**src/rtl/tmr_pkg.sv**
```systemverilog
package tmr_pkg;
  // Word indices of the register port
  typedef enum logic [1:0] {
    A_LIM   = 2'd0,
    A_CNT   = 2'd1,
    A_LIMNR = 2'd2,
    A_STAT  = 2'd3
  } tmr_addr_e;
endpackage

```
**src/rtl/tmr_count.sv**
```systemverilog
module tmr_count #(
  parameter int DW  = 32,
  parameter int CW  = 54,
  parameter int LW  = 22,
  parameter int LOW = 23
) (
  input  logic          clk,
  input  logic          rst_n,
  input  logic          tick,
  input  logic          user,
  input  logic          run,
  input  logic          ld_hi,
  input  logic          ld_lo,
  input  logic          cnt_clr,
  input  logic [DW-1:0] wdata,
  input  logic [LW-1:0] lim_p,
  output logic [CW-1:0] cnt,
  output logic          match_evt,
  output logic          top_evt
);
  logic [CW-1:0] cnt_q, cnt_d;
  logic          cnt_en;
  logic [LW:0]   lo_inc;
  logic [LW-1:0] eff_lim;

  assign lo_inc  = {1'b0, cnt_q[LW-1:0]} + {{LW{1'b0}}, 1'b1};
  assign eff_lim = (lim_p == '0) ? {LW{1'b1}} : lim_p;

  always_comb begin
    cnt_d     = cnt_q;
    match_evt = 1'b0;
    top_evt   = 1'b0;
    if (user) begin
      cnt_en = ld_hi | ld_lo | (tick & run);
      if (ld_hi) cnt_d[CW-1:LOW] = wdata[CW-LOW-1:0];
      if (ld_lo) cnt_d[LOW-1:0]  = wdata[DW-1:DW-LOW];
      if (!ld_hi && !ld_lo && tick && run) begin
        if (&cnt_q) begin
          cnt_d   = '0;
          top_evt = 1'b1;
        end else begin
          cnt_d = cnt_q + {{(CW-1){1'b0}}, 1'b1};
        end
      end
    end else begin
      cnt_en = cnt_clr | tick;
      if (cnt_clr) begin
        cnt_d = '0;
      end else if (tick) begin
        if (lo_inc >= {1'b0, eff_lim}) begin
          cnt_d     = '0;
          match_evt = (lim_p != '0);
        end else begin
          cnt_d = {{(CW-LW){1'b0}}, lo_inc[LW-1:0]};
        end
      end
    end
  end

  always_ff @(posedge clk or negedge rst_n) begin
    if (!rst_n)      cnt_q <= '0;
    else if (cnt_en) cnt_q <= cnt_d;
  end

  assign cnt = cnt_q;


  user_hold_chk: assert property (@(posedge clk) disable iff (!rst_n)
    (user && !run && !ld_hi && !ld_lo) |=> $stable(cnt_q));


  ctr_narrow_chk: assert property (@(posedge clk) disable iff (!rst_n)
    (!user && tick && !cnt_clr) |=> (cnt_q[CW-1:LW] == '0));
endmodule

```
**src/rtl/tmr_flags.sv**
```systemverilog
module tmr_flags (
  input  logic clk,
  input  logic rst_n,
  input  logic user_in,
  input  logic match_evt,
  input  logic top_evt,
  input  logic clr_rd,
  input  logic clr_ld,
  input  logic cnt_clr,
  output logic mode_q,
  output logic enter_user,
  output logic reached,
  output logic irq
);
  logic reached_q, reached_d;
  logic irq_q, irq_d;

  assign enter_user = user_in & ~mode_q;

  always_comb begin
    reached_d = reached_q;
    if (match_evt || top_evt)  reached_d = 1'b1;
    else if (clr_rd || clr_ld) reached_d = 1'b0;

    irq_d = irq_q;
    if (enter_user)              irq_d = 1'b0;
    else if (match_evt)          irq_d = 1'b1;
    else if (clr_rd || cnt_clr)  irq_d = 1'b0;
  end

  always_ff @(posedge clk or negedge rst_n) begin
    if (!rst_n) begin
      mode_q    <= 1'b0;
      reached_q <= 1'b0;
      irq_q     <= 1'b0;
    end else begin
      mode_q    <= user_in;
      reached_q <= reached_d;
      irq_q     <= irq_d;
    end
  end

  assign reached = reached_q;
  assign irq     = irq_q;


  no_user_irq_chk: assert property (@(posedge clk) disable iff (!rst_n)
    mode_q |-> !irq_q);


  reached_cause_chk: assert property (@(posedge clk) disable iff (!rst_n)
    $rose(reached_q) |-> $past(match_evt || top_evt));
endmodule

```
**src/rtl/tmr_regs.sv**
```systemverilog
module tmr_regs
  import tmr_pkg::*;
#(
  parameter int DW   = 32,
  parameter int FRAC = 9,
  parameter int CW   = 54,
  parameter int LW   = 22,
  parameter int LOW  = 23
) (
  input  logic          clk,
  input  logic          rst_n,
  input  logic          wr_en,
  input  logic          rd_en,
  input  logic [1:0]    addr,
  input  logic [LW-1:0] lim_wdata,
  input  logic          run_wdata,
  input  logic          mode_q,
  input  logic          enter_user,
  input  logic [CW-1:0] cnt,
  input  logic          reached,
  output logic          run,
  output logic [LW-1:0] lim_p,
  output logic          ld_hi,
  output logic          ld_lo,
  output logic          cnt_clr,
  output logic          clr_rd,
  output logic          clr_ld,
  output logic [DW-1:0] rdata
);
  tmr_addr_e      a;
  logic           wr_lim, wr_cnt, wr_nr, wr_stat, rd_hi;
  logic           run_q;
  logic [LW-1:0]  lim_q, lim_d;
  logic           lim_en;
  logic [LOW-1:0] snap_q;
  logic [DW-1:0]  rdata_q, rdata_d;

  assign a       = tmr_addr_e'(addr);
  assign wr_lim  = wr_en && (a == A_LIM);
  assign wr_cnt  = wr_en && (a == A_CNT);
  assign wr_nr   = wr_en && (a == A_LIMNR);
  assign wr_stat = wr_en && (a == A_STAT);
  assign rd_hi   = rd_en && (a == A_LIM) && mode_q;

  assign ld_hi   = wr_lim & mode_q;
  assign ld_lo   = wr_cnt & mode_q;
  assign clr_ld  = ld_hi | ld_lo;
  assign cnt_clr = wr_lim & ~mode_q;
  assign clr_rd  = rd_en && (a == A_LIM) && !mode_q;

  assign lim_en = enter_user | wr_nr | cnt_clr;
  always_comb begin
    if (enter_user) lim_d = {LW{1'b1}};
    else            lim_d = lim_wdata;
  end

  always_comb begin
    unique case (a)
      A_LIM:   rdata_d = mode_q ? {reached, cnt[CW-1:LOW]}
                                : {1'b0, lim_q, {FRAC{1'b0}}};
      A_CNT:   rdata_d = mode_q ? {snap_q, {FRAC{1'b0}}}
                                : {reached, cnt[LW-1:0], {FRAC{1'b0}}};
      A_LIMNR: rdata_d = '0;
      default: rdata_d = {{(DW-1){1'b0}}, run_q};
    endcase
  end

  always_ff @(posedge clk or negedge rst_n) begin
    if (!rst_n) begin
      run_q   <= 1'b1;
      lim_q   <= '0;
      snap_q  <= '0;
      rdata_q <= '0;
    end else begin
      if (wr_stat) run_q   <= run_wdata;
      if (lim_en)  lim_q   <= lim_d;
      if (rd_hi)   snap_q  <= cnt[LOW-1:0];
      if (rd_en)   rdata_q <= rdata_d;
    end
  end

  assign run   = run_q;
  assign lim_p = lim_q;
  assign rdata = rdata_q;


  low_frac_chk: assert property (@(posedge clk) disable iff (!rst_n)
    (rd_en && (a == A_CNT)) |=> (rdata_q[FRAC-1:0] == '0));


  nr_read_zero_chk: assert property (@(posedge clk) disable iff (!rst_n)
    (rd_en && (a == A_LIMNR)) |=> (rdata_q == '0));
endmodule

```
**src/rtl/proc_ctr_timer.sv**
```systemverilog
module proc_ctr_timer #(
  parameter int DW   = 32,
  parameter int FRAC = 9
) (
  input  logic          clk,
  input  logic          rst_n,
  input  logic          tick,
  input  logic          user_mode,
  input  logic          wr_en,
  input  logic          rd_en,
  input  logic [1:0]    addr,
  input  logic [DW-1:0] wdata,
  output logic [DW-1:0] rdata,
  output logic          irq
);
  localparam int LW  = DW - 1 - FRAC;
  localparam int LOW = DW - FRAC;
  localparam int CW  = 2 * DW - 1 - FRAC;

  logic          mode_q, enter_user, reached, run;
  logic          ld_hi, ld_lo, cnt_clr, clr_rd, clr_ld;
  logic          match_evt, top_evt;
  logic [LW-1:0] lim_p;
  logic [CW-1:0] cnt;

  tmr_count #(.DW(DW), .CW(CW), .LW(LW), .LOW(LOW)) u_count (
    .clk(clk), .rst_n(rst_n), .tick(tick), .user(mode_q), .run(run),
    .ld_hi(ld_hi), .ld_lo(ld_lo), .cnt_clr(cnt_clr), .wdata(wdata),
    .lim_p(lim_p), .cnt(cnt), .match_evt(match_evt), .top_evt(top_evt)
  );

  tmr_flags u_flags (
    .clk(clk), .rst_n(rst_n), .user_in(user_mode), .match_evt(match_evt),
    .top_evt(top_evt), .clr_rd(clr_rd), .clr_ld(clr_ld), .cnt_clr(cnt_clr),
    .mode_q(mode_q), .enter_user(enter_user), .reached(reached), .irq(irq)
  );

  tmr_regs #(.DW(DW), .FRAC(FRAC), .CW(CW), .LW(LW), .LOW(LOW)) u_regs (
    .clk(clk), .rst_n(rst_n), .wr_en(wr_en), .rd_en(rd_en), .addr(addr),
    .lim_wdata(wdata[DW-2:FRAC]), .run_wdata(wdata[0]), .mode_q(mode_q),
    .enter_user(enter_user), .cnt(cnt), .reached(reached), .run(run),
    .lim_p(lim_p), .ld_hi(ld_hi), .ld_lo(ld_lo), .cnt_clr(cnt_clr),
    .clr_rd(clr_rd), .clr_ld(clr_ld), .rdata(rdata)
  );
endmodule

```
**config.mk**
```make
export PLATFORM = sky130hd
export DESIGN_NAME = proc_ctr_timer
export DESIGN_NICKNAME = d
export VERILOG_FILES = /design/src/rtl/tmr_pkg.sv /design/src/rtl/tmr_count.sv /design/src/rtl/tmr_flags.sv /design/src/rtl/tmr_regs.sv /design/src/rtl/proc_ctr_timer.sv
export SDC_FILE = /design/constraint.sdc
export NUM_CORES = 1
export LEC_CHECK = 0
export CORE_MARGIN = 8
export CORE_UTILIZATION = 40
export DETAILED_ROUTE_END_ITERATION = 6
export DONT_BUFFER_PORTS = 1
export PLACE_DENSITY = 0.55
export SETUP_SLACK_MARGIN = 0.2
export SYNTH_ARGS = -nofsm -noshare
export SYNTH_HDL_FRONTEND = slang
export SYNTH_SLANG_ARGS = --single-unit
```
**constraint.sdc**
```tcl
create_clock -name clk -period 9.2 [get_ports clk]
set_input_delay 1.84 -clock clk [delete_from_list [all_inputs] [get_ports clk]]
set_output_delay 1.84 -clock clk [all_outputs]
set_load 0.05 [all_outputs]
```
==> flow_summary.toml <==
[status]
status = "completed"

[hold_path]
hold_path.class = "reg2reg"
hold_path_end = "u_regs.snap_q[11]"
hp-start = "u_regs.snap_q[11]"
hold_depth = 1

[synthesis]
synth_warnings = 0
yosys.area.top_type = "dfrtp_1"
synth.area.top_cells = "dfrtp_1 42%, mux4_2 6.2%, nor2_1 5.0%"
syn_nets = 957
netlist-cell-type-count = 64
ys_ff_latch = 135
yosysMostFrequentCell = "dfrtp_1"
synth_edf_count = 0
syn_inst = 894
ys_seq_area_share_pct = 42.2
async_flop_share_pct = 100
synthTopCellsByCount = "134 x dfrtp_1, 106 x nor2_1, 92 x nand2_1, 71 x inv_1, 64 x a21oi_1"
netlist.area_leader.share_pct = 41.9
yosys_most_used_dff = "dfrtp_1"
avgSynthCellArea_um2 = 8.96
synth_area_um2 = 8010

[timing]
min_period_ns = 4.77
maxSlewViolCount = 0
final.setup.tns_ns = 0
post-route-period-util_pct = 51.8
setup-violations-final = 0
timing.final.hold_violations = 0
slew_headroom_pct = 26.1
rsz0062_at_grt = "no"
worst_pin_slew_ns = 1.11
fmax_ghz = 0.210
skew_ns = 0.00996
hold_slack_ns = 0.503

[power_and_ir_drop]
switching_power_uw = 733
pwr-share-comb_pct = 21.5
powerDensity_nw_per_um2 = 238
sequentialPowerShare_pct = 44.5
p_total_mw = 2.11
total_leakage_power_nw = 3.75
p_int_mw = 1.38
peakVddDrop_uv = 143
clock_power_share_pct = 34.0
swShare_pct = 34.7

[setup_path]
cp_max_fo = 23
r2r_cells = 13
crit_path_end_kind = "flip-flop"
cp.buffers_inverters = 1
worst_path_dominant_cell_family = "simple AND/OR/NAND/NOR gates"
required_ns = 9.51
path_class = "reg2reg"
crit_top_cell = "o2111ai_1"
cp_slowest_cell = "nor4_2"
start_kind = "flip-flop"
path_depth = 13
regToRegSetupSlack_ns = 4.43
reg2reg_from = "u_regs.lim_p[14]"
arrival_ns = 5.08
crit_chain = "or4_1, nor4_2, buf_4, nor2_1, ha_1, nand4_1, nor3_1, o2111ai_1, a31oi_1, o2111ai_1, a21oi_4, o21ai_0, a211o_1"
slowest_delay_ns = 0.71
reg2reg_to = "u_count.cnt[20]"

[clocking]
clock_path_buffers = 2
postCtsSetupBuffers = 0
clkLatencyLatePin_ns = 0.43
clock-sinks = 135
clk_pin_slew_ns = 0.06
post_cts_resized = 0
ctsHoldBuffers = 0
cts_root_buf = "clkbuf_16"
cts_tree = "yes"
htreeDepth = 4
cts_made_buffers = 17

[route]
dr.pass1.iters = 5
wl_um = 25800
via_per_inst = 5.86
ant_nets = 0
post_drt_wl_per_cell_um = 22.4
drc = 0
dr.first_iter.drc_count = 666
vias = 6766

[global_routing]
grt_max_degree = 136
grt_pass1_vias = 6639
track_usage_pct = 21.7
antenna_found_initial = 0
overflow = 0
grt_first_pass_wirelength_um = 40400

[floorplanning]
die-area_um2 = 24800
initial_core_util_pct = 41.0
die_w_um = 157
core_um2 = 19500
die_h_um = 157
io_pins = 73
rows = 51

[layout]
final_util_pct = 45.4
multi_input_area_um2 = 4180
layout.nets = 940
syn_to_final_growth_pct = 10.7
register_area_um2 = 3380
fillerInstances = 1920
diodes = 0
drive_above_1_share_pct = 12.9

[placed_design]
dp_hpwl_um = 18100
portBuffers = 0
gp_congestion = 0.920

[run]
maxCapViolCount = 0
## cell type report
cell class,instances,area share (%)
multi-input cells,639,47.2
flip-flops and latches,135,38.1
clock buffers,21,5.19
well taps,265,3.74
inverters,71,3.01
clock inverters,11,1.65
repair buffers,13,1.10
## through the flow
stage	worst slack, ns	std cells	cell area, um^2
after floorplan	5.56	894	8010
after global placement	4.65	1123	8260
after detailed placement	4.50	1123	8260
after CTS	4.47	1155	8870
after global routing	4.15	1155	8870
final	4.43	1155	8870
## worst max-delay path by stage
stage	startpoint	end	slack, ns
final	u_regs.lim_p[14]	u_count.cnt[20]	4.43
after global routing	u_count.cnt[0]	u_count.cnt[20]	4.15
after CTS	u_regs.lim_p[14]	u_count.cnt[20]	4.47
after detailed placement	u_regs.lim_p[14]	u_count.cnt[20]	4.50
after global placement	u_regs.lim_p[14]	u_count.cnt[20]	4.65
after floorplan	u_count.cnt[0]	u_count.cnt[13]	5.56
## placed cells by master, fill, tap and decap left out, drive strengths merged, types with 6 or more instances in the layout
cell type / count
a21o: 11
a21oi: 68
a221o: 8
a22o: 6
a22oi: 9
and2: 10
and3: 16
buf: 13
clkbuf: 21
dfrtp: 134
ha: 23
inv: 73
mux2: 24
mux4: 22
nand2: 92
nand2b: 11
nand3: 29
nand4: 17
nor2: 106
nor2b: 7
nor3: 13
nor4: 22
o21ai: 54
o22ai: 34
or2: 8
## state kept, by name, summed over array words and instances (netlist names)
name             cells
u_flags.irq          1
u_flags.mode_q       1
u_count.cnt         54
u_regs.rdata        32
u_regs.snap_q       23
u_regs.lim_p        22
u_flags.reached      1
u_regs.run           1
## power by group through the flow
stage,registers (mW),logic (mW),clock network [mW]
final,0.940,0.453,0.717
after global routing,0.958,0.508,0.755
after CTS,0.936,0.450,0.727
after detailed placement,0.947,0.445,0
after global placement,0.943,0.445,0
after floorplan,0.878,0.368,0
## metal layers
layer,wire (um),global-route usage [%],vias to the layer above
li1,-,-,3153
met1,11500,28.6,3360
met2,11700,32.9,208
met3,1850,5.54,45
met4,770,10.1,0
met5,0,0,-
## cell families (layout without fill, tap and decap cells)
logic type,Yosys count,after routing,synth area share [%]
compound gates,215,215,16.7
xor+xnor,10,10,1.09
fa+ha+maj,23,23,3.59
buf+inv,120,116,5.84
flops,135,135,42.2
mux,47,47,9.69
simple gates,344,344,20.9
No activity file was read; power rests on OpenSTA's default activity.
